--- src/rtl/irq_flag_pkg.sv ---
package irq_flag_pkg;
    localparam int REG_W = 8;

    // register addresses
    localparam int ADR_FN_FLAG  = 0;
    localparam int ADR_FN_CLR   = 1;
    localparam int ADR_FN_EN    = 2;
    localparam int ADR_USB_FLAG = 3;
    localparam int ADR_USB_CLR  = 4;
    localparam int ADR_USB_EN   = 5;

    // function group bit positions
    localparam int FN_TMR  = 0;
    localparam int FN_PIN0 = 1;
    localparam int FN_PIN1 = 2;
    localparam int FN_KBD  = 3;

    // USB group bit positions
    localparam int USB_IN0   = 0;
    localparam int USB_OUT0  = 1;
    localparam int USB_IN1   = 2;
    localparam int USB_IN2   = 3;
    localparam int USB_SETUP = 6;
    localparam int USB_SUSP  = 7;

    localparam logic [REG_W-1:0] FN_VALID  = 8'h0F;
    localparam logic [REG_W-1:0] USB_VALID = 8'hCF;

    typedef struct packed {
        logic [REG_W-1:0] flags;
        logic [REG_W-1:0] en;
    } grp_state_t;
endpackage

--- src/rtl/irq_pin_fall.sv ---
module irq_pin_fall #(
    parameter int STAGES = 2
) (
    input  logic clk,
    input  logic rst_n,
    input  logic pin,
    output logic fall
);
    typedef struct packed {
        logic [STAGES-1:0] sync;
        logic              prev;
    } fall_state_t;

    fall_state_t st_d, st_q;

    always_comb begin
        st_d      = st_q;
        st_d.sync = {st_q.sync[STAGES-2:0], pin};
        st_d.prev = st_q.sync[STAGES-1];
    end

    // pins idle high: reset to 1 so no edge is seen leaving reset
    always_ff @(posedge clk or negedge rst_n) begin
        if (!rst_n) st_q <= '1;
        else        st_q <= st_d;
    end

    assign fall = st_q.prev & ~st_q.sync[STAGES-1];
endmodule

--- src/rtl/irq_tick_gen.sv ---
module irq_tick_gen #(
    parameter int DIV = 24000
) (
    input  logic clk,
    input  logic rst_n,
    output logic tick
);
    localparam int CW = (DIV > 2) ? $clog2(DIV) : 1;
    localparam logic [CW-1:0] LAST = CW'(DIV - 1);

    logic [CW-1:0] cnt_d, cnt_q;

    always_comb begin
        if (cnt_q == LAST) cnt_d = '0;
        else               cnt_d = cnt_q + 1'b1;
    end

    always_ff @(posedge clk or negedge rst_n) begin
        if (!rst_n) cnt_q <= '0;
        else        cnt_q <= cnt_d;
    end

    assign tick = (cnt_q == LAST);
endmodule

--- src/rtl/irq_flag_group.sv ---
module irq_flag_group
    import irq_flag_pkg::*;
#(
    parameter logic [REG_W-1:0] VALID = '1
) (
    input  logic             clk,
    input  logic             rst_n,
    input  logic [REG_W-1:0] hw_set,
    input  logic             clr_we,
    input  logic             en_we,
    input  logic [REG_W-1:0] wdata,
    output logic [REG_W-1:0] flags,
    output logic [REG_W-1:0] enable,
    output logic             pend
);
    grp_state_t st_d, st_q;

    always_comb begin
        st_d = st_q;
        if (clr_we) st_d.flags = st_d.flags & ~wdata;
        // hardware set applied after the clear: set wins on collision
        st_d.flags = (st_d.flags | hw_set) & VALID;
        if (en_we) st_d.en = wdata & VALID;
    end

    always_ff @(posedge clk or negedge rst_n) begin
        if (!rst_n) st_q <= '0;
        else        st_q <= st_d;
    end

    assign flags  = st_q.flags;
    assign enable = st_q.en;
    assign pend   = |(st_q.flags & st_q.en);
endmodule

--- src/rtl/irq_flag_ctrl.sv ---
module irq_flag_ctrl
    import irq_flag_pkg::*;
#(
    parameter int ADDR_W      = 4,
    parameter int TICK_DIV    = 24000,
    parameter int SYNC_STAGES = 2
) (
    input  logic              clk,
    input  logic              rst_n,
    input  logic [ADDR_W-1:0] reg_addr,
    input  logic              reg_wr,
    input  logic [REG_W-1:0]  reg_wdata,
    output logic [REG_W-1:0]  reg_rdata,
    input  logic              ext_pin0,
    input  logic              ext_pin1,
    input  logic              tmr_ovf,
    input  logic              usb_in0_done,
    input  logic              usb_out0_done,
    input  logic              usb_in1_done,
    input  logic              usb_in2_done,
    input  logic              usb_setup_done,
    input  logic              usb_suspend,
    output logic              irq
);
    localparam int NPIN = 2;

    logic [NPIN-1:0]  pins, falls;
    logic             kbd_tick;
    logic [REG_W-1:0] fn_set, usb_set;
    logic [REG_W-1:0] fn_flags, fn_en, usb_flags, usb_en;
    logic             fn_pend, usb_pend;
    logic             fn_clr_we, fn_en_we, usb_clr_we, usb_en_we;

    assign pins = {ext_pin1, ext_pin0};

    for (genvar g = 0; g < NPIN; g++) begin : g_pin
        irq_pin_fall #(.STAGES(SYNC_STAGES)) u_fall (
            .clk  (clk),
            .rst_n(rst_n),
            .pin  (pins[g]),
            .fall (falls[g])
        );
    end

    irq_tick_gen #(.DIV(TICK_DIV)) u_tick (
        .clk  (clk),
        .rst_n(rst_n),
        .tick (kbd_tick)
    );

    always_comb begin
        fn_set            = '0;
        fn_set[FN_TMR]    = tmr_ovf;
        fn_set[FN_PIN0]   = falls[0];
        fn_set[FN_PIN1]   = falls[1];
        fn_set[FN_KBD]    = kbd_tick;
        usb_set            = '0;
        usb_set[USB_IN0]   = usb_in0_done;
        usb_set[USB_OUT0]  = usb_out0_done;
        usb_set[USB_IN1]   = usb_in1_done;
        usb_set[USB_IN2]   = usb_in2_done;
        usb_set[USB_SETUP] = usb_setup_done;
        usb_set[USB_SUSP]  = usb_suspend;
    end

    assign fn_clr_we  = reg_wr && (reg_addr == ADDR_W'(ADR_FN_CLR));
    assign fn_en_we   = reg_wr && (reg_addr == ADDR_W'(ADR_FN_EN));
    assign usb_clr_we = reg_wr && (reg_addr == ADDR_W'(ADR_USB_CLR));
    assign usb_en_we  = reg_wr && (reg_addr == ADDR_W'(ADR_USB_EN));

    irq_flag_group #(.VALID(FN_VALID)) u_fn (
        .clk   (clk),
        .rst_n (rst_n),
        .hw_set(fn_set),
        .clr_we(fn_clr_we),
        .en_we (fn_en_we),
        .wdata (reg_wdata),
        .flags (fn_flags),
        .enable(fn_en),
        .pend  (fn_pend)
    );

    irq_flag_group #(.VALID(USB_VALID)) u_usb (
        .clk   (clk),
        .rst_n (rst_n),
        .hw_set(usb_set),
        .clr_we(usb_clr_we),
        .en_we (usb_en_we),
        .wdata (reg_wdata),
        .flags (usb_flags),
        .enable(usb_en),
        .pend  (usb_pend)
    );

    always_comb begin
        reg_rdata = '0;
        if      (reg_addr == ADDR_W'(ADR_FN_FLAG))  reg_rdata = fn_flags;
        else if (reg_addr == ADDR_W'(ADR_FN_EN))    reg_rdata = fn_en;
        else if (reg_addr == ADDR_W'(ADR_USB_FLAG)) reg_rdata = usb_flags;
        else if (reg_addr == ADDR_W'(ADR_USB_EN))   reg_rdata = usb_en;
    end

    assign irq = fn_pend | usb_pend;
endmodule

--- config.mk ---
export PLATFORM = sky130hd
export DESIGN_NAME = irq_flag_ctrl
export DESIGN_NICKNAME = d
export VERILOG_FILES = /design/src/rtl/irq_flag_pkg.sv /design/src/rtl/irq_pin_fall.sv /design/src/rtl/irq_tick_gen.sv /design/src/rtl/irq_flag_group.sv /design/src/rtl/irq_flag_ctrl.sv
export SDC_FILE = /design/constraint.sdc
export NUM_CORES = 1
export LEC_CHECK = 0
export BUFFER_PORTS_ARGS = -buffer_cell sky130_fd_sc_hd__buf_4
export CELL_PAD_IN_SITES_DETAIL_PLACEMENT = 0
export CELL_PAD_IN_SITES_GLOBAL_PLACEMENT = 2
export CORE_ASPECT_RATIO = 1.4
export CORE_UTILIZATION = 25
export DETAILED_ROUTE_END_ITERATION = 12
export PLACE_DENSITY = 0.61
export SETUP_SLACK_MARGIN = 0.2
export SLEW_MARGIN = 20
export SYNTH_ARGS = -nofsm -noshare
export SYNTH_HDL_FRONTEND = slang
export SYNTH_HIERARCHICAL = 1
export SYNTH_SLANG_ARGS = --single-unit
--- constraint.sdc ---
create_clock -name clk -period 2 [get_ports clk]
set_input_delay 0.1 -clock clk [delete_from_list [all_inputs] [get_ports clk]]
set_output_delay 0.1 -clock clk [all_outputs]
set_load 0.005 [all_outputs]
==> metrics.yaml, run 1 <==
setup_path:
  crit_end: "u_tick/cnt_q[10]"
  crit_chain: "or4b_1 > or3_1 > nor3_2 > buf_6 > nor2_1"
  reg2reg_depth: 5
  r2r_slack_ns: 0.25
  worst_r2r_endpoint: "u_tick/cnt_q[10]"
  crit_fanout: 10
  cpMaxStageDelayCell: "or4b_1"
  critical_path_class: "register to register"
  crit_arrival_ns: 1.91
  r2r-start: "u_tick/cnt_q[13]"
  cp-start-kind: "register"
  startpoint: "u_tick/cnt_q[13]"
  max_stage_delay_ns: 0.49
  cp.required_ns: 2.17
  endpoint_kind: "register"
synthesis:
  syn_area_um2: 2170
  syn_inst: 205
  avgSynthCellArea_um2: 10.6
  synth_warnings: 6
power:
  pwr-share-comb: 0.116
  p_sw_frac: 0.217
  peakVddDrop_mv: 0.296
  power.share.sequential: 0.453
  power-per-cell-area_nw_per_um2: 769
  total_power_mw: 2.07
  power.internal_mw: 1.62
  switchingPower_uw: 450
  p_leak_nw: 1.13
  pwr-share-clk: 0.431
clocking:
  cts_made_buffers: 5
  ctsLongestPathBuffers: 2
  cts_sinks: 41
  htree_num_levels: 2
  cts_tree: "done"
  clk_pin_slew_worst_paths_ns: 0.06
  root_buffer: "clkbuf_16"
  clk_latency_ns: 0.28
route:
  remaining_drc_errors: 0
  avgRoutedWirePerCell_um: 13.7
  viasPerCell: 4.46
  ant_nets: 0
  dr.pass1.iters: 4
  drt-initial-drc-count: 54
  vias: 1548
  routed_wl_um: 4770
global_routing:
  grt_max_degree: 42
  antenna_found_initial: 0
  grt_pass1_vias: 1627
  grt_pass1_wl_um: 8250
  track_usage: 0.120
  grt-ovfl-total: 0
floorplan:
  io_pins: 33
  die_area_um2: 9080
  die_w_um: 80.8
  fp.dieH_um: 112
  core_region_area_um2: 8300
  rows: 39
  start_util: 0.262
layout:
  antenna_cells: 0
  syn2layout_area_growth_pct: 23.9
  instances_no_fill: 347
  drive_gt1_frac: 0.261
  final_core_utilization: 0.325
  nets: 269
job:
  maxCapViolCount: 0
place:
  post-place-cells: 330
  routabilityCongestion: 0.761
  place.port_buffers: 29
  detailed_place_hpwl_um: 3550
timing:
  period_share: 0.873
  fmax_mhz: 573
  hold_violations: 0
  finalMaxSlewViolations: 0
  grt_setup_unrepaired: "yes"
  tns_ns: 0
  finalSetupViolCount: 0
  worst_pin_slew_ns: 0.530
  min_period_ns: 1.75
  maxSlewHeadroom: 0.647
  fin_worst_skew_ns: 0.00383
hold_path:
  holdPathStages: 2
  hold_class: "input pin to register"
outcome:
  status: "complete, no violations"
flip-flops by register name, summed over array words and instances, names as in the netlist:
signal	count
g_pin.u_fall/st_d	4
g_pin.u_fall/st_q	2
u_fn/enable	4
u_fn/flags	4
u_tick/cnt_q	15
u_usb/enable	6
u_usb/flags	6
per-layer routing:
layer  wire (um)  vias up  global-route usage
li1            -      774                   -
met1        2010      742               0.142
met2        2450       26               0.208
met3         222        6              0.0260
met4          79        0              0.0464
met5           0        -                   0
worst min-delay path by stage:
stage	from	endpoint	slack (ns)
floorplan	rst_n	u_fn/enable[0]	-0.20
global placement	rst_n	u_tick/cnt_q[2]	0.13
detailed placement	rst_n	u_tick/cnt_q[1]	0.13
CTS	usb_in1_done	u_usb/flags[2]	0.0007
global route	usb_suspend	u_usb/flags[7]	0.008
finish	usb_suspend	u_usb/flags[7]	0.005
placed cells by master, fill, tap and decap left out, types with 4 or more instances in the layout:
cell type,n
a21o_1,13
a22oi_1,10
buf_4,33
clkbuf_16,5
conb_1,12
dfrtp_1,35
dfstp_2,6
dlygate4sd3_1,8
mux2_1,4
mux2_4,6
nand2_1,21
nand3_1,10
nor2_1,18
nor3_1,4
nor4_1,4
xnor2_1,7
xor2_1,5
metrics by stage:
step / hold WS (ns) / setup slack, ns / instance area, um2
final: 0.00496 / 0.255 / 2690
after global placement: 0.126 / 0.238 / 2440
after CTS: 0.000734 / 0.216 / 2690
after floorplan: -0.196 / 0.281 / 2210
after detailed placement: 0.127 / 0.204 / 2440
after global routing: 0.00842 / 0.164 / 2690
cell type report:
type / instances / area, um2
Fill cell: 887 / 5600
Sequential cell: 41 / 1030
Multi-Input combinational cell: 151 / 1020
Timing Repair Buffer: 42 / 339
Clock buffer: 6 / 129
Tap cell: 102 / 128
Clock inverter: 2 / 35.0
Inverter: 3 / 11.3
critical path, delay by kind of cell (launching register included):
family,cells,cell delay (ns)
and+or+nand+nor,4,1.06
buffers and inverters,1,0.17
DFF,1,0.40
power by group through the flow:
| stage | logic [mW] | registers (mW) | clock network (mW) |
|---|---|---|---|
| final | 0.240 | 0.937 | 0.893 |
| after floorplan | 0.162 | 0.937 | 0 |
| after detailed placement | 0.234 | 0.952 | 0 |
| after global routing | 0.274 | 0.948 | 0.954 |
| after CTS | 0.247 | 0.937 | 0.935 |
| after global placement | 0.233 | 0.951 | 0 |
repair_timing:
action	CTS	global route
setup endpoints to repair	1	10
hold buffers	8	0
endpoints found under the hold margin	42	0
resized for setup	1	0
pin swaps	0	0
buffers inserted	0	1
No activity file was read; power rests on OpenSTA's default activity.
==> run 2: changes to the inputs <==
PLACE_DENSITY = unset   (was 0.61)
PLACE_DENSITY_LB_ADDON = 0.1   (was unset)
==> metrics.yaml, run 2 (same netlist as run 1, synthesis figures left out) <==
outcome:
  status: "complete, no violations"  # unchanged
timing:
  finalMaxSlewViolations: 0  # unchanged
  tns_ns: 0  # unchanged
  maxSlewHeadroom: 0.634  # was 0.647
  layout_setup_ws_ns: 0.216  # was 0.255 ns
  fin_worst_skew_ns: 0.00379  # was 0.00383 ns
  worst_pin_slew_ns: 0.549  # was 0.530 ns
  finalSetupViolCount: 0  # unchanged
  min_period_ns: 1.78  # was 1.75 ns
  hold_violations: 0  # unchanged
  grt_setup_unrepaired: "yes"  # unchanged
  fmax_mhz: 560  # was 573 MHz
  period_share: 0.892  # was 0.873
route:
  dr.pass1.iters: 4  # unchanged
  vias: 1555  # was 1548
  routed.top_layer: "met4"  # unchanged
  viasPerCell: 4.46  # about the same
  wl_met3_um: 134  # was 222 um
  dr_wl_met2_um: 2740  # was 2450 um
  routed_wl_um: 5180  # was 4770 um
  drt-initial-drc-count: 33  # was 54
  wl_met1_um: 2260  # was 2010 um
  avgRoutedWirePerCell_um: 14.8  # was 13.7 um
  ant_nets: 0  # unchanged
  remaining_drc_errors: 0  # unchanged
power:
  peakVddDrop_mv: 0.354  # was 0.296 mV
  total_power_mw: 1.96  # was 2.07 mW
  power-per-cell-area_nw_per_um2: 722  # was 769 nW/um2
  p_leak_nw: 1.15  # was 1.13 nW
place:
  detailed_place_hpwl_um: 3790  # was 3550 um
  post-place-ws_ns: 0.264  # was 0.204 ns
  place.port_buffers: 29  # unchanged
  routabilityCongestion: 0.694  # was 0.761
  post-place-cells: 331  # was 330
clocking:
  clk_latency_ns: 0.28  # about the same
  cts_tree: "done"  # unchanged
  cts_sinks: 41  # unchanged
  clk_pin_slew_worst_paths_ns: 0.06  # about the same
  root_buffer: "clkbuf_16"  # unchanged
  cts_made_buffers: 5  # unchanged
  htree_num_levels: 2  # unchanged
  ctsLongestPathBuffers: 2  # unchanged
global_routing:
  track_usage: 0.124  # was 0.120
  grt-ovfl-total: 0  # unchanged
  antenna_found_initial: 0  # unchanged
  grt_pass1_vias: 1630  # was 1627
  grt_pass1_wl_um: 8480  # was 8250 um
  grt_max_degree: 42  # unchanged
setup_path:
  crit_arrival_ns: 1.95  # was 1.91 ns
  crit_chain: "or4b_1 > or3_4 > nor3_4 > buf_6 > nor2_1"  # was or4b_1 > or3_1 > nor3_2 > buf_6 > nor2_1
  max_stage_delay_ns: 0.51  # was 0.49 ns
  cpMaxStageDelayCell: "or4b_1"  # unchanged
  crit_fanout: 5  # was 10
  worst-path-buf-inv: 1  # unchanged
  cp-start-kind: "register"  # unchanged
  critical_path.top_delay_family: "simple AND/OR/NAND/NOR gates"  # unchanged
  endpoint_kind: "register"  # unchanged
  critical_path_class: "register to register"  # unchanged
  cp.required_ns: 2.17  # about the same
floorplan:
  io_pins: 33  # unchanged
  rows: 39  # unchanged
  die_w_um: 80.8  # unchanged
  fp.dieH_um: 112  # unchanged
  start_util: 0.262  # unchanged
  die_area_um2: 9080  # unchanged
  core_region_area_um2: 8300  # unchanged
job:
  maxCapViolCount: 0  # unchanged
layout:
  fillers: 872  # was 887
  drive_gt1_frac: 0.279  # was 0.261
  most-common-layout-cells: "dfrtp_1 (35), buf_4 (33), nand2_1 (21), nor2_1 (16), a21o_1 (13)"  # was dfrtp_1 (35), buf_4 (33), nand2_1 (21), nor2_1 (18), a21o_1 (13)
  final_common_cell: "dfrtp_1"  # unchanged
  syn2layout_area_growth_pct: 24.6  # was 23.9%
  antenna_cells: 0  # unchanged
  largest_reg_flops: 15  # unchanged
  instances_no_fill: 349  # was 347
  regMostFlops: "u_tick/cnt_q"  # unchanged
  nets: 271  # was 269
hold_path:
  hold_class: "input pin to register"  # unchanged
==> run 2: where the power goes <==
group | total (mW) | switching, mW | internal [mW]
combinational | 0.246 | 0.103 | 0.143
sequential | 0.939 | 0.0471 | 0.892
clock | 0.771 | 0.314 | 0.457
==> run 2: repair_timing <==
item | 4_1_cts | 5_1_grt
endpoints found under the hold margin | 43 | 0
hold buffers | 9 | 0
endpoints found under the setup margin | 0 | 11
buffers inserted | 0 | 1
resized for setup | 0 | 6
==> run 2: path summary, 6_finish.rpt <==
| path | startpoint | end | slack [ns] | cells past startpoint |
|---|---|---|---|---|
| setup / recovery | u_tick/cnt_q[6] | u_tick/cnt_q[12] | 0.22 | 5 |
| hold / removal | tmr_ovf | u_fn/flags[0] | 0.005 | 2 |
| setup reg to reg | u_tick/cnt_q[6] | u_tick/cnt_q[12] | 0.22 | 5 |
| hold reg to reg | g_pin[0].u_fall/st_d[2] | g_pin[0].u_fall/st_d[0] | 0.36 | 0 |
| max in group asynchronous | rst_n | g_pin[1].u_fall/st_d[2] | 1.27 | 2 |
| min in group asynchronous | rst_n | u_tick/cnt_q[12] | 0.34 | 2 |
==> run 2: final cells by class <==
| type | instances | area, um2 | share of cell area |
|---|---|---|---|
| multi-input combinational | 151 | 1030 | 0.382 |
| sequential | 41 | 1030 | 0.381 |
| timing repair buffer | 44 | 360 | 0.133 |
| tap | 102 | 128 | 0.0471 |
| clock buffer | 5 | 125 | 0.0462 |
| clock inverter | 3 | 17.5 | 0.00646 |
| inverter | 3 | 11.3 | 0.00416 |
==> run 2: through the flow <==
stage | area [um2] | hold slack, ns | utilization
finish | 2710 | 0.00510 | 0.327
detailed placement | 2450 | 0.126 | 0.295
floorplan | 2210 | -0.196 | -
global route | 2710 | 0.00171 | 0.327
CTS | 2680 | 0.00340 | 0.323
global placement | 2450 | 0.135 | 0.295
==> run 2: layer usage <==
layer	vias to the layer above	global-route usage
met5	-	0
li1	778	-
met4	0	0.0357
met2	19	0.220
met3	4	0.0236
met1	754	0.148
==> run 2: worst reg2reg max path, cell delays in order, from the launching register on <==
cell	delay, ns
dfrtp_1	0.37
or4b_1	0.51
or3_4	0.36
nor3_4	0.23
buf_6	0.16
nor2_1	0.05
==> run 3: changes to the inputs <==
GPL_ROUTABILITY_DRIVEN = 0   (was unset)
RECOVER_POWER = 25   (was unset)
clock period = 1.8 ns   (was 2 ns; I/O delays follow)
==> metrics.yaml, run 3 (same netlist as run 1, synthesis figures left out) <==
timing:
  fmax_mhz: 573  # was 560 MHz
  min_period_ns: 1.75  # was 1.78 ns
  worst_pin_slew_ns: 1.05  # was 0.549 ns
  layout_setup_ws_ns: 0.0544  # was 0.216 ns
  grt_setup_unrepaired: "yes"  # unchanged
  finalSetupViolCount: 0  # unchanged
  whs_ns: 0.0463  # was 0.00510 ns
  maxSlewHeadroom: 0.298  # was 0.634
  period_share: 0.970  # was 0.892
  hold_violations: 0  # unchanged
  fin_worst_skew_ns: 0.00507  # was 0.00379 ns
  finalMaxSlewViolations: 0  # unchanged
power:
  p_sw_frac: 0.221  # was 0.237
  power.share.sequential: 0.440  # was 0.480
  p_leak_nw: 1.19  # was 1.15 nW
  pwr-share-clk: 0.442  # was 0.394
  pwr-share-comb: 0.118  # was 0.126
  power-per-cell-area_nw_per_um2: 850  # was 722 nW/um2
  power.internal_mw: 1.85  # was 1.49 mW
  peakVddDrop_mv: 0.390  # was 0.354 mV
  switchingPower_uw: 523  # was 464 uW
global_routing:
  antenna_found_initial: 0  # unchanged
  grt_max_degree: 42  # unchanged
  track_usage: 0.129  # was 0.124
  grt_pass1_vias: 1662  # was 1630
  grt-ovfl-total: 0  # unchanged
  grt_pass1_wl_um: 8740  # was 8480 um
route:
  viasPerCell: 4.47  # was 4.46
  avgRoutedWirePerCell_um: 14.7  # was 14.8 um
  drt-initial-drc-count: 41  # was 33
  remaining_drc_errors: 0  # unchanged
  vias: 1582  # was 1555
  ant_nets: 0  # unchanged
  routed_wl_um: 5200  # was 5180 um
  dr.pass1.iters: 3  # was 4
layout:
  antenna_cells: 0  # unchanged
  most-common-layout-cells: "buf_4 (35), dfrtp_1 (35), nand2_1 (21), nor2_1 (13), a21o_1 (13)"  # was dfrtp_1 (35), buf_4 (33), nand2_1 (21), nor2_1 (16), a21o_1 (13)
  largest_reg_flops: 15  # unchanged
  syn2layout_area_growth_pct: 28.3  # was 24.6%
  nets: 276  # was 271
  regMostFlops: "u_tick/cnt_q"  # unchanged
  drive_gt1_frac: 0.302  # was 0.279
hold_path:
  hold_path_end: "u_usb/enable[6]"  # was u_fn/flags[0]
  hold_class: "input pin to register"  # unchanged
  holdPathStages: 2  # unchanged
  hold_start: "reg_wdata[6]"  # was tmr_ovf
floorplan:
  die_w_um: 80.8  # unchanged
  fp.dieH_um: 112  # unchanged
  start_util: 0.262  # unchanged
  die_area_um2: 9080  # unchanged
  core_region_area_um2: 8300  # unchanged
  rows: 39  # unchanged
  io_pins: 33  # unchanged
setup_path:
  crit_fanout: 7  # was 5
  critical_path_class: "register to register"  # unchanged
  cp.required_ns: 1.97  # was 2.17 ns
  cp-start-kind: "register"  # unchanged
  crit_arrival_ns: 1.92  # was 1.95 ns
  r2r-start: "u_tick/cnt_q[6]"  # unchanged
  reg2reg_depth: 5  # unchanged
  endpoint_kind: "register"  # unchanged
  r2r_slack_ns: 0.05  # was 0.22 ns
  worst_r2r_endpoint: "u_tick/cnt_q[14]"  # was u_tick/cnt_q[12]
place:
  detailed_place_hpwl_um: 3790  # about the same
  post-place-ws_ns: 0.0677  # was 0.264 ns
  place.port_buffers: 29  # unchanged
clocking:
  clk_pin_slew_worst_paths_ns: 0.06  # about the same
  clk_latency_ns: 0.28  # about the same
  ctsLongestPathBuffers: 2  # unchanged
  htree_num_levels: 2  # unchanged
  cts_made_buffers: 5  # unchanged
  cts_sinks: 41  # unchanged
  cts_tree: "done"  # unchanged
  root_buffer: "clkbuf_16"  # unchanged
job:
  maxCapViolCount: 0  # unchanged
outcome:
  status: "complete, no violations"  # unchanged
run 3: cell count changes in the layout (fill, tap and decap cells not counted), sizes merged:
cell | before | now
bufinv | 0 | 1
clkinvlp | 1 | 0
clkinv | 2 | 0
buf | 35 | 36
dlygate4sd3 | 9 | 10
clkbuf | 5 | 10
run 3: repair_timing:
| action | in CTS | in global routing |
|---|---|---|
| hold endpoints to repair | 44 | 0 |
| pin swaps | 0 | 2 |
| resized for setup | 4 | 6 |
| buffers inserted | 0 | 1 |
| hold buffers | 10 | 0 |
| setup endpoints to repair | 12 | 12 |
run 3: area by class of cell:
class	instances	area (um2)
Fill cell	886	5510
Multi-Input combinational cell	151	1050
Sequential cell	41	1030
Timing Repair Buffer	49	394
Clock buffer	7	143
Tap cell	102	128
Clock inverter	1	30.0
Inverter	3	11.3
run 3: per-layer routing:
metal	wire length, um	GRT usage
met5	0	0
met2	2860	0.230
met4	66	0.0429
met3	120	0.0203
met1	2160	0.152
run 3: metrics by stage:
step | std cells | instance area, um2 | setup TNS (ns) | util | power (mW)
after detailed placement | 335 | 2480 | 0 | 0.298 | 1.33
after global routing | 354 | 2790 | -0.0726 | 0.336 | 2.48
after global placement | 335 | 2480 | 0 | 0.298 | 1.33
final | 354 | 2790 | 0 | 0.336 | 2.37
after floorplan | 215 | 2210 | 0 | - | 1.22
after CTS | 353 | 2770 | 0 | 0.334 | 2.42
run 3: worst max path at each step:
stage / from / to
6_report: u_tick/cnt_q[6] / u_tick/cnt_q[14]
5_1_grt: u_tick/cnt_q[6] / u_tick/cnt_q[0]
4_1_cts: u_tick/cnt_q[6] / u_tick/cnt_q[3]
3_5_place_dp: u_tick/cnt_q[6] / u_tick/cnt_q[12]
3_3_place_gp: u_tick/cnt_q[6] / u_tick/cnt_q[8]
2_1_floorplan: u_tick/cnt_q[6] / u_tick/cnt_q[14]
run 3: worst max-delay path: stages (launching register included):
cell and delay (ns):
dfrtp_1 0.38, or4b_4 0.53, or3_4 0.36, nor3_4 0.14
buf_6 0.17, nor2_1 0.05
run 3: power by group through the flow:
stage	Combinational [mW]	Clock [mW]	Sequential [mW]
after floorplan	0.180	0	1.04
after global placement	0.268	0	1.06
after detailed placement	0.268	0	1.06
after CTS	0.288	1.08	1.05
after global routing	0.314	1.11	1.05
final	0.280	1.05	1.04
